[src/rtl/dr_adder_pkg.sv]
package dr_adder_pkg;

    typedef enum logic [1:0] {
        ST_IDLE  = 2'd0,
        ST_CLEAR = 2'd1,
        ST_EVAL  = 2'd2,
        ST_HOLD  = 2'd3
    } adder_state_e;

    typedef enum logic [1:0] {
        CL_KILL = 2'd0,
        CL_GEN  = 2'd1,
        CL_PROP = 2'd2
    } bit_class_e;

    function automatic bit_class_e classify(input logic x, input logic y);
        if (x != y)
            return CL_PROP;
        else if (x)
            return CL_GEN;
        else
            return CL_KILL;
    endfunction

endpackage

[src/rtl/dr_bit_classify.sv]
module dr_bit_classify
    import dr_adder_pkg::*;
#(
    parameter int WIDTH = 16
) (
    input  logic [WIDTH-1:0]          opa_i,
    input  logic [WIDTH-1:0]          opb_eff_i,
    input  logic                      sub_i,
    output bit_class_e [WIDTH:0]      cls_o
);

    // Position 0 is the injected carry-in: it behaves as a fixed generate or kill
    assign cls_o[0] = sub_i ? CL_GEN : CL_KILL;

    for (genvar g = 0; g < WIDTH; g++) begin : g_cls
        assign cls_o[g+1] = classify(opa_i[g], opb_eff_i[g]);
    end

endmodule

[src/rtl/dr_rail_stage.sv]
module dr_rail_stage
    import dr_adder_pkg::*;
#(
    parameter int WIDTH = 16
) (
    input  logic                 clk,
    input  logic                 rst_n,
    input  logic                 clr_i,
    input  logic                 eval_i,
    input  bit_class_e [WIDTH:0] cls_i,
    output logic [WIDTH:0]       cy_o,
    output logic [WIDTH:0]       nc_o
);

    localparam int NPOS = WIDTH + 1;

    for (genvar g = 0; g < NPOS; g++) begin : g_pos
        logic up_cy;
        logic up_nc;
        logic cy_q;
        logic nc_q;

        if (g == 0) begin : g_root
            assign up_cy = 1'b0;
            assign up_nc = 1'b0;
        end else begin : g_link
            assign up_cy = cy_o[g-1];
            assign up_nc = nc_o[g-1];
        end

        always_ff @(posedge clk or negedge rst_n) begin
            if (!rst_n) begin
                cy_q <= 1'b0;
                nc_q <= 1'b0;
            end else if (clr_i) begin
                cy_q <= 1'b0;
                nc_q <= 1'b0;
            end else if (eval_i) begin
                unique case (cls_i[g])
                    CL_KILL: begin
                        cy_q <= 1'b0;
                        nc_q <= 1'b1;
                    end
                    CL_GEN: begin
                        cy_q <= 1'b1;
                        nc_q <= 1'b0;
                    end
                    CL_PROP: begin
                        cy_q <= up_cy;
                        nc_q <= up_nc;
                    end
                    default: begin
                        cy_q <= 1'b0;
                        nc_q <= 1'b0;
                    end
                endcase
            end
        end

        assign cy_o[g] = cy_q;
        assign nc_o[g] = nc_q;
    end

endmodule

[src/rtl/dr_done_detect.sv]
module dr_done_detect #(
    parameter int WIDTH = 16
) (
    input  logic [WIDTH:0] cy_i,
    input  logic [WIDTH:0] nc_i,
    output logic           all_done_o
);

    logic [WIDTH:0] known;

    for (genvar g = 0; g <= WIDTH; g++) begin : g_known
        assign known[g] = cy_i[g] | nc_i[g];
    end

    assign all_done_o = &known;

endmodule

[src/rtl/dr_adder_ctrl.sv]
module dr_adder_ctrl
    import dr_adder_pkg::*;
(
    input  logic         clk,
    input  logic         rst_n,
    input  logic         start_i,
    input  logic         all_done_i,
    output logic         clr_o,
    output logic         eval_o,
    output adder_state_e state_o
);

    adder_state_e state_q;
    adder_state_e state_d;

    always_comb begin
        state_d = state_q;
        if (start_i) begin
            state_d = ST_CLEAR;
        end else begin
            unique case (state_q)
                ST_IDLE:  state_d = ST_IDLE;
                ST_CLEAR: state_d = ST_EVAL;
                ST_EVAL:  state_d = all_done_i ? ST_HOLD : ST_EVAL;
                ST_HOLD:  state_d = ST_HOLD;
                default:  state_d = ST_IDLE;
            endcase
        end
    end

    always_ff @(posedge clk or negedge rst_n) begin
        if (!rst_n)
            state_q <= ST_IDLE;
        else
            state_q <= state_d;
    end

    always_comb begin
        clr_o  = start_i;
        eval_o = 1'b0;
        unique case (state_q)
            ST_IDLE:  eval_o = 1'b0;
            ST_CLEAR: eval_o = 1'b1;
            ST_EVAL:  eval_o = 1'b1;
            ST_HOLD:  eval_o = 1'b0;
            default:  eval_o = 1'b0;
        endcase
    end

    assign state_o = state_q;

endmodule

[src/rtl/dr_completion_adder.sv]
module dr_completion_adder
    import dr_adder_pkg::*;
#(
    parameter int WIDTH = 16
) (
    input  logic             clk,
    input  logic             rst_n,
    input  logic             start_i,
    input  logic             op_sub_i,
    input  logic [WIDTH-1:0] opa_i,
    input  logic [WIDTH-1:0] opb_i,
    output logic [WIDTH-1:0] sum_o,
    output logic             carry_o,
    output logic             done_o
);

    logic [WIDTH-1:0]     opa_q;
    logic [WIDTH-1:0]     opb_eff_q;
    logic                 sub_q;
    bit_class_e [WIDTH:0] cls;
    logic [WIDTH:0]       cy_rail;
    logic [WIDTH:0]       nc_rail;
    logic                 all_done;
    logic                 clr;
    logic                 eval;
    adder_state_e         state;

    always_ff @(posedge clk or negedge rst_n) begin
        if (!rst_n) begin
            opa_q     <= '0;
            opb_eff_q <= '0;
            sub_q     <= 1'b0;
        end else if (start_i) begin
            opa_q     <= opa_i;
            opb_eff_q <= op_sub_i ? ~opb_i : opb_i;
            sub_q     <= op_sub_i;
        end
    end

    dr_bit_classify #(.WIDTH(WIDTH)) u_cls (
        .opa_i     (opa_q),
        .opb_eff_i (opb_eff_q),
        .sub_i     (sub_q),
        .cls_o     (cls)
    );

    dr_rail_stage #(.WIDTH(WIDTH)) u_rails (
        .clk    (clk),
        .rst_n  (rst_n),
        .clr_i  (clr),
        .eval_i (eval),
        .cls_i  (cls),
        .cy_o   (cy_rail),
        .nc_o   (nc_rail)
    );

    dr_done_detect #(.WIDTH(WIDTH)) u_done (
        .cy_i       (cy_rail),
        .nc_i       (nc_rail),
        .all_done_o (all_done)
    );

    dr_adder_ctrl u_ctrl (
        .clk        (clk),
        .rst_n      (rst_n),
        .start_i    (start_i),
        .all_done_i (all_done),
        .clr_o      (clr),
        .eval_o     (eval),
        .state_o    (state)
    );

    // cy_rail[i] is the carry into bit i; cy_rail[WIDTH] leaves the top bit
    assign sum_o   = opa_q ^ opb_eff_q ^ cy_rail[WIDTH-1:0];
    assign carry_o = cy_rail[WIDTH];
    assign done_o  = all_done;

endmodule

[config.mk]
export PLATFORM = sky130hd
export DESIGN_NAME = dr_completion_adder
export DESIGN_NICKNAME = d
export VERILOG_FILES = /design/src/rtl/dr_adder_pkg.sv /design/src/rtl/dr_bit_classify.sv /design/src/rtl/dr_rail_stage.sv /design/src/rtl/dr_done_detect.sv /design/src/rtl/dr_adder_ctrl.sv /design/src/rtl/dr_completion_adder.sv
export SDC_FILE = /design/constraint.sdc
export NUM_CORES = 1
export LEC_CHECK = 0
export BUFFER_PORTS_ARGS = -buffer_cell sky130_fd_sc_hd__clkbuf_2
export CAP_MARGIN = 20
export CORE_ASPECT_RATIO = 0.8
export CORE_MARGIN = 2
export CORE_UTILIZATION = 60
export CTS_CLUSTER_DIAMETER = 100
export DETAILED_ROUTE_END_ITERATION = 12
export PLACE_DENSITY = 0.87
export REMOVE_ABC_BUFFERS = 1
export SLEW_MARGIN = 0
export SYNTH_ARGS = -nofsm -noshare
export SYNTH_HDL_FRONTEND = slang
export SYNTH_HIERARCHICAL = 1
export SYNTH_SLANG_ARGS = --single-unit
[constraint.sdc]
create_clock -name clk -period 2.5 [get_ports clk]
set_clock_uncertainty 0.15 [all_clocks]
set_input_delay 0.5 -clock clk [delete_from_list [all_inputs] [get_ports clk]]
set_output_delay 0.5 -clock clk [all_outputs]
set_load 0.03 [all_outputs]
==> summary.txt <==
Clock network
  • Post-cts sizing count: 0
  • CTS tree: built
  • Total CTS buffers: 9
  • H-tree depth: 3
  • Clk buf depth: 2
  • CTS clk-pin slew, worst paths: 0.08 ns
  • Clock root buffer: clkbuf_8
  • Setup repair bufs after CTS: 0
  • Post-CTS Hold Fix Bufs: 0
  • # clock sinks: 69
  • Worst-Skew Late Latency: 0.35 ns

Worst hold path
  • Min-Delay Path Class: in2async

Timing
  • RSZ-0062 raised after global routing: false
  • Finish-stage setup viols: 0
  • Worst Tran Pin Value: 0.633 ns
  • Final Cycle Share: 91.5%
  • Relative slew slack: 57.8%
  • Crit path time final: 2.29 ns
  • Fmax: 437 MHz
  • Final slew viol count: 0
  • Final setup margin: 0.212 ns
  • Hold Vio Cnt, Final: 0

Floorplan
  • DIE AREA: 0.00875 sq mm
  • Rows: 29
  • I/O Pins: 54
  • Chip Width: 104 microns
  • Initial Util: 61.3%
  • Die height: 84.1 microns
  • Core Region: 0.00784 sq mm

Placement
  • Placed cell count: 569
  • Pre-CTS WS: 0.554 ns
  • PortBufs: 53
  • DP HPWL: 6760 microns
  • GPL Wtd Cong: 0.794

Critical path
  • Arr. time, crit path: 1.64 ns
  • Reg-to-Reg Start: u_ctrl/state_o[1]
  • Critical path class: reg2out
  • R2R Setup Slk: 0.77 ns
  • Critical path peak fanout: 4
  • Buf+Inv Stages, Crit Path: 1
  • Slowest CP cell: dfrtp_1
  • Worst path cell trace: o22ai_1 > nor3_1 > nand3_1 > nor3_2 > clkbuf_2
  • RR Endpoint: u_rails/g_pos[10].up_nc
  • Startpoint class of the critical path: flop
  • CP top delay family: simple AND/OR/NAND/NOR gates
  • Reg2Reg Depth: 5
  • Setup crit end kind: output port
  • Crit path largest cell delay: 0.42 ns
  • Worst path required time: 1.85 ns

Synth
  • Synth Cell Area: 0.00481 sq mm
  • Synthesis warning total: 6
  • Cells after synthesis: 457
  • Unique cell type count in the Yosys netlist: 28
  • Mean post-synth cell area: 10.5 sq um
  • Number of synthesized register bits: 69
  • Sequential area share after synthesis: 35.9%

Drt
  • WL met3: 408 microns
  • DRC viols: 0
  • Met2 routed WL: 4600 microns
  • Vias per std cell: 5.41
  • DR top layer: met4
  • Met1 WL: 4110 microns
  • Pre-Repair DR Iteration Count: 5
  • Detailed Route WL: 9200 microns
  • ANT nets after route: 0
  • Drt wl/cell: 15.7 microns
  • Vias: 3167
  • DRT iter0 DRCs: 182

Power and ir drop
  • Power per cell area: 687 mW/mm^2
  • Total power: 3.49 mW
  • Leak pwr: 2.27 nW
  • Peak supply drop: 0.000446 V

Cells and area
  • Fin nets: 575
  • Core Util, Final: 64.7%
  • Commonest non-fill, non-tap cells in the layout: dfrtp_1, ha_1, clkbuf_2, xnor2_1, inv_1
  • ANT cells: 0
  • Non-Filler Instances: 585
  • Most common cell after layout, fill and taps aside: dfrtp_1
  • Synth-to-Final Area Change: 5.54%
  • Layout cells sized above 1: 24.5%

Global routing
  • Initial antenna violation count: 0
  • GRT overflow: 0
  • Global-route wire length before repair: 15900 microns
  • Vias in the first global route: 3240
  • Largest net degree at the start of global routing: 70
  • Tot GR Track Use: 23.0%

Run status
  • Outcome: complete, no violations

Run
  • Max cap viols: 0
## where the power goes
group	internal, mW	leakage (nW)	switching (mW)
sequential	1.24	0.859	0.121
clock	0.541	0.106	0.423
combinational	0.469	1.31	0.696
## layout make-up
| type | count | area, sq um |
|---|---|---|
| Tap cell | 108 | 135 |
| Fill cell | 653 | 2760 |
| Multi-Input combinational cell | 285 | 2470 |
| Inverter | 47 | 176 |
| Clock buffer | 13 | 169 |
| Timing Repair Buffer | 60 | 358 |
| Sequential cell | 69 | 1730 |
| Clock inverter | 3 | 42.5 |
## synthesized netlist by cell type
| library cell | n | area share [%] |
|---|---|---|
| nand2b_1 | 2 | 0.26 |
| nor3_2 | 1 | 0.21 |
| a211oi_2 | 4 | 1.0 |
| o32ai_1 | 3 | 0.55 |
| or3b_1 | 1 | 0.18 |
| dfrtp_1 | 69 | 36 |
| ha_1 | 67 | 17 |
| conb_1 | 1 | 0.078 |
| inv_1 | 47 | 3.7 |
| nor2_1 | 37 | 2.9 |
| o32ai_2 | 10 | 3.4 |
| nand3b_1 | 17 | 2.7 |
| o22ai_1 | 8 | 1.0 |
| buf_6 | 7 | 1.6 |
| buf_12 | 1 | 0.42 |
| buf_2 | 3 | 0.31 |
| nand3_1 | 1 | 0.10 |
| o2bb2ai_1 | 3 | 0.55 |
| mux2_2 | 17 | 4.0 |
| o21bai_1 | 1 | 0.16 |
| a21oi_1 | 42 | 4.4 |
| a21oi_2 | 9 | 1.6 |
| clkbuf_1 | 1 | 0.078 |
| buf_1 | 2 | 0.16 |
| buf_4 | 42 | 6.6 |
| a211oi_1 | 12 | 1.9 |
| nor3_1 | 1 | 0.10 |
| xnor2_1 | 48 | 8.7 |
## metrics by stage
step / cell area, sq um / TNS (ns) / hold slack, ns
2_1_floorplan: 4370 / -0.0332 / 0.0544
3_3_place_gp: 4860 / 0 / 0.348
3_5_place_dp: 4860 / 0 / 0.370
4_1_cts: 5070 / 0 / 0.0238
5_1_grt: 5070 / 0 / 0.0144
6_report: 5070 / 0 / 0.00392
## worst register-to-register path, stage by stage, from the launching register on
cell and delay (ns):
dfrtp_1 0.37, inv_1 0.06, ha_2 0.46, buf_12 0.26
nor2_1 0.08, a211oi_1 0.27
## sequential cells by signal, indices dropped and copies added, names as in the netlist
register,cells
u_rails/g_pos.cy_q,16
u_rails/g_pos.up_cy,1
opa_q,16
u_rails/g_pos.up_nc,1
opb_eff_q,16
u_rails/g_pos.nc_q,16
u_ctrl/state_o,2
sub_q,1
## kinds of logic after synthesis
| group | after synthesis | share of synthesized area (%) |
|---|---|---|
| adder cells (fa/ha/maj) | 67 | 17.4 |
| XOR/XNOR | 48 | 8.75 |
| multiplexers | 17 | 3.98 |
| flip-flops | 69 | 35.9 |
| AND/OR/NAND/NOR | 60 | 6.40 |
| AO/OA/AOI/OAI | 92 | 14.6 |
| buffers and inverters | 103 | 12.8 |
| other | 1 | 0.0780 |
## how the worst max path moves through the flow
stage,start,end,slack [ns],cells past startpoint
2_1_floorplan,u_ctrl/state_o[1],u_rails/g_pos[0].nc_q,-0.03,4
3_3_place_gp,u_rails/g_pos[5].cy_q,done_o,0.59,5
3_5_place_dp,u_rails/g_pos[14].cy_q,done_o,0.55,5
4_1_cts,u_rails/g_pos[14].cy_q,done_o,0.16,5
5_1_grt,u_rails/g_pos[14].cy_q,done_o,0.06,5
6_report,u_rails/g_pos[5].cy_q,done_o,0.21,5
## layer usage
metal  vias up  GRT usage [%]
met5         -              0
met4         0           5.90
met3        11           6.17
met2        80           38.0
met1      1543           30.0
li1       1533              -
Power figures use the tool's default switching activity.
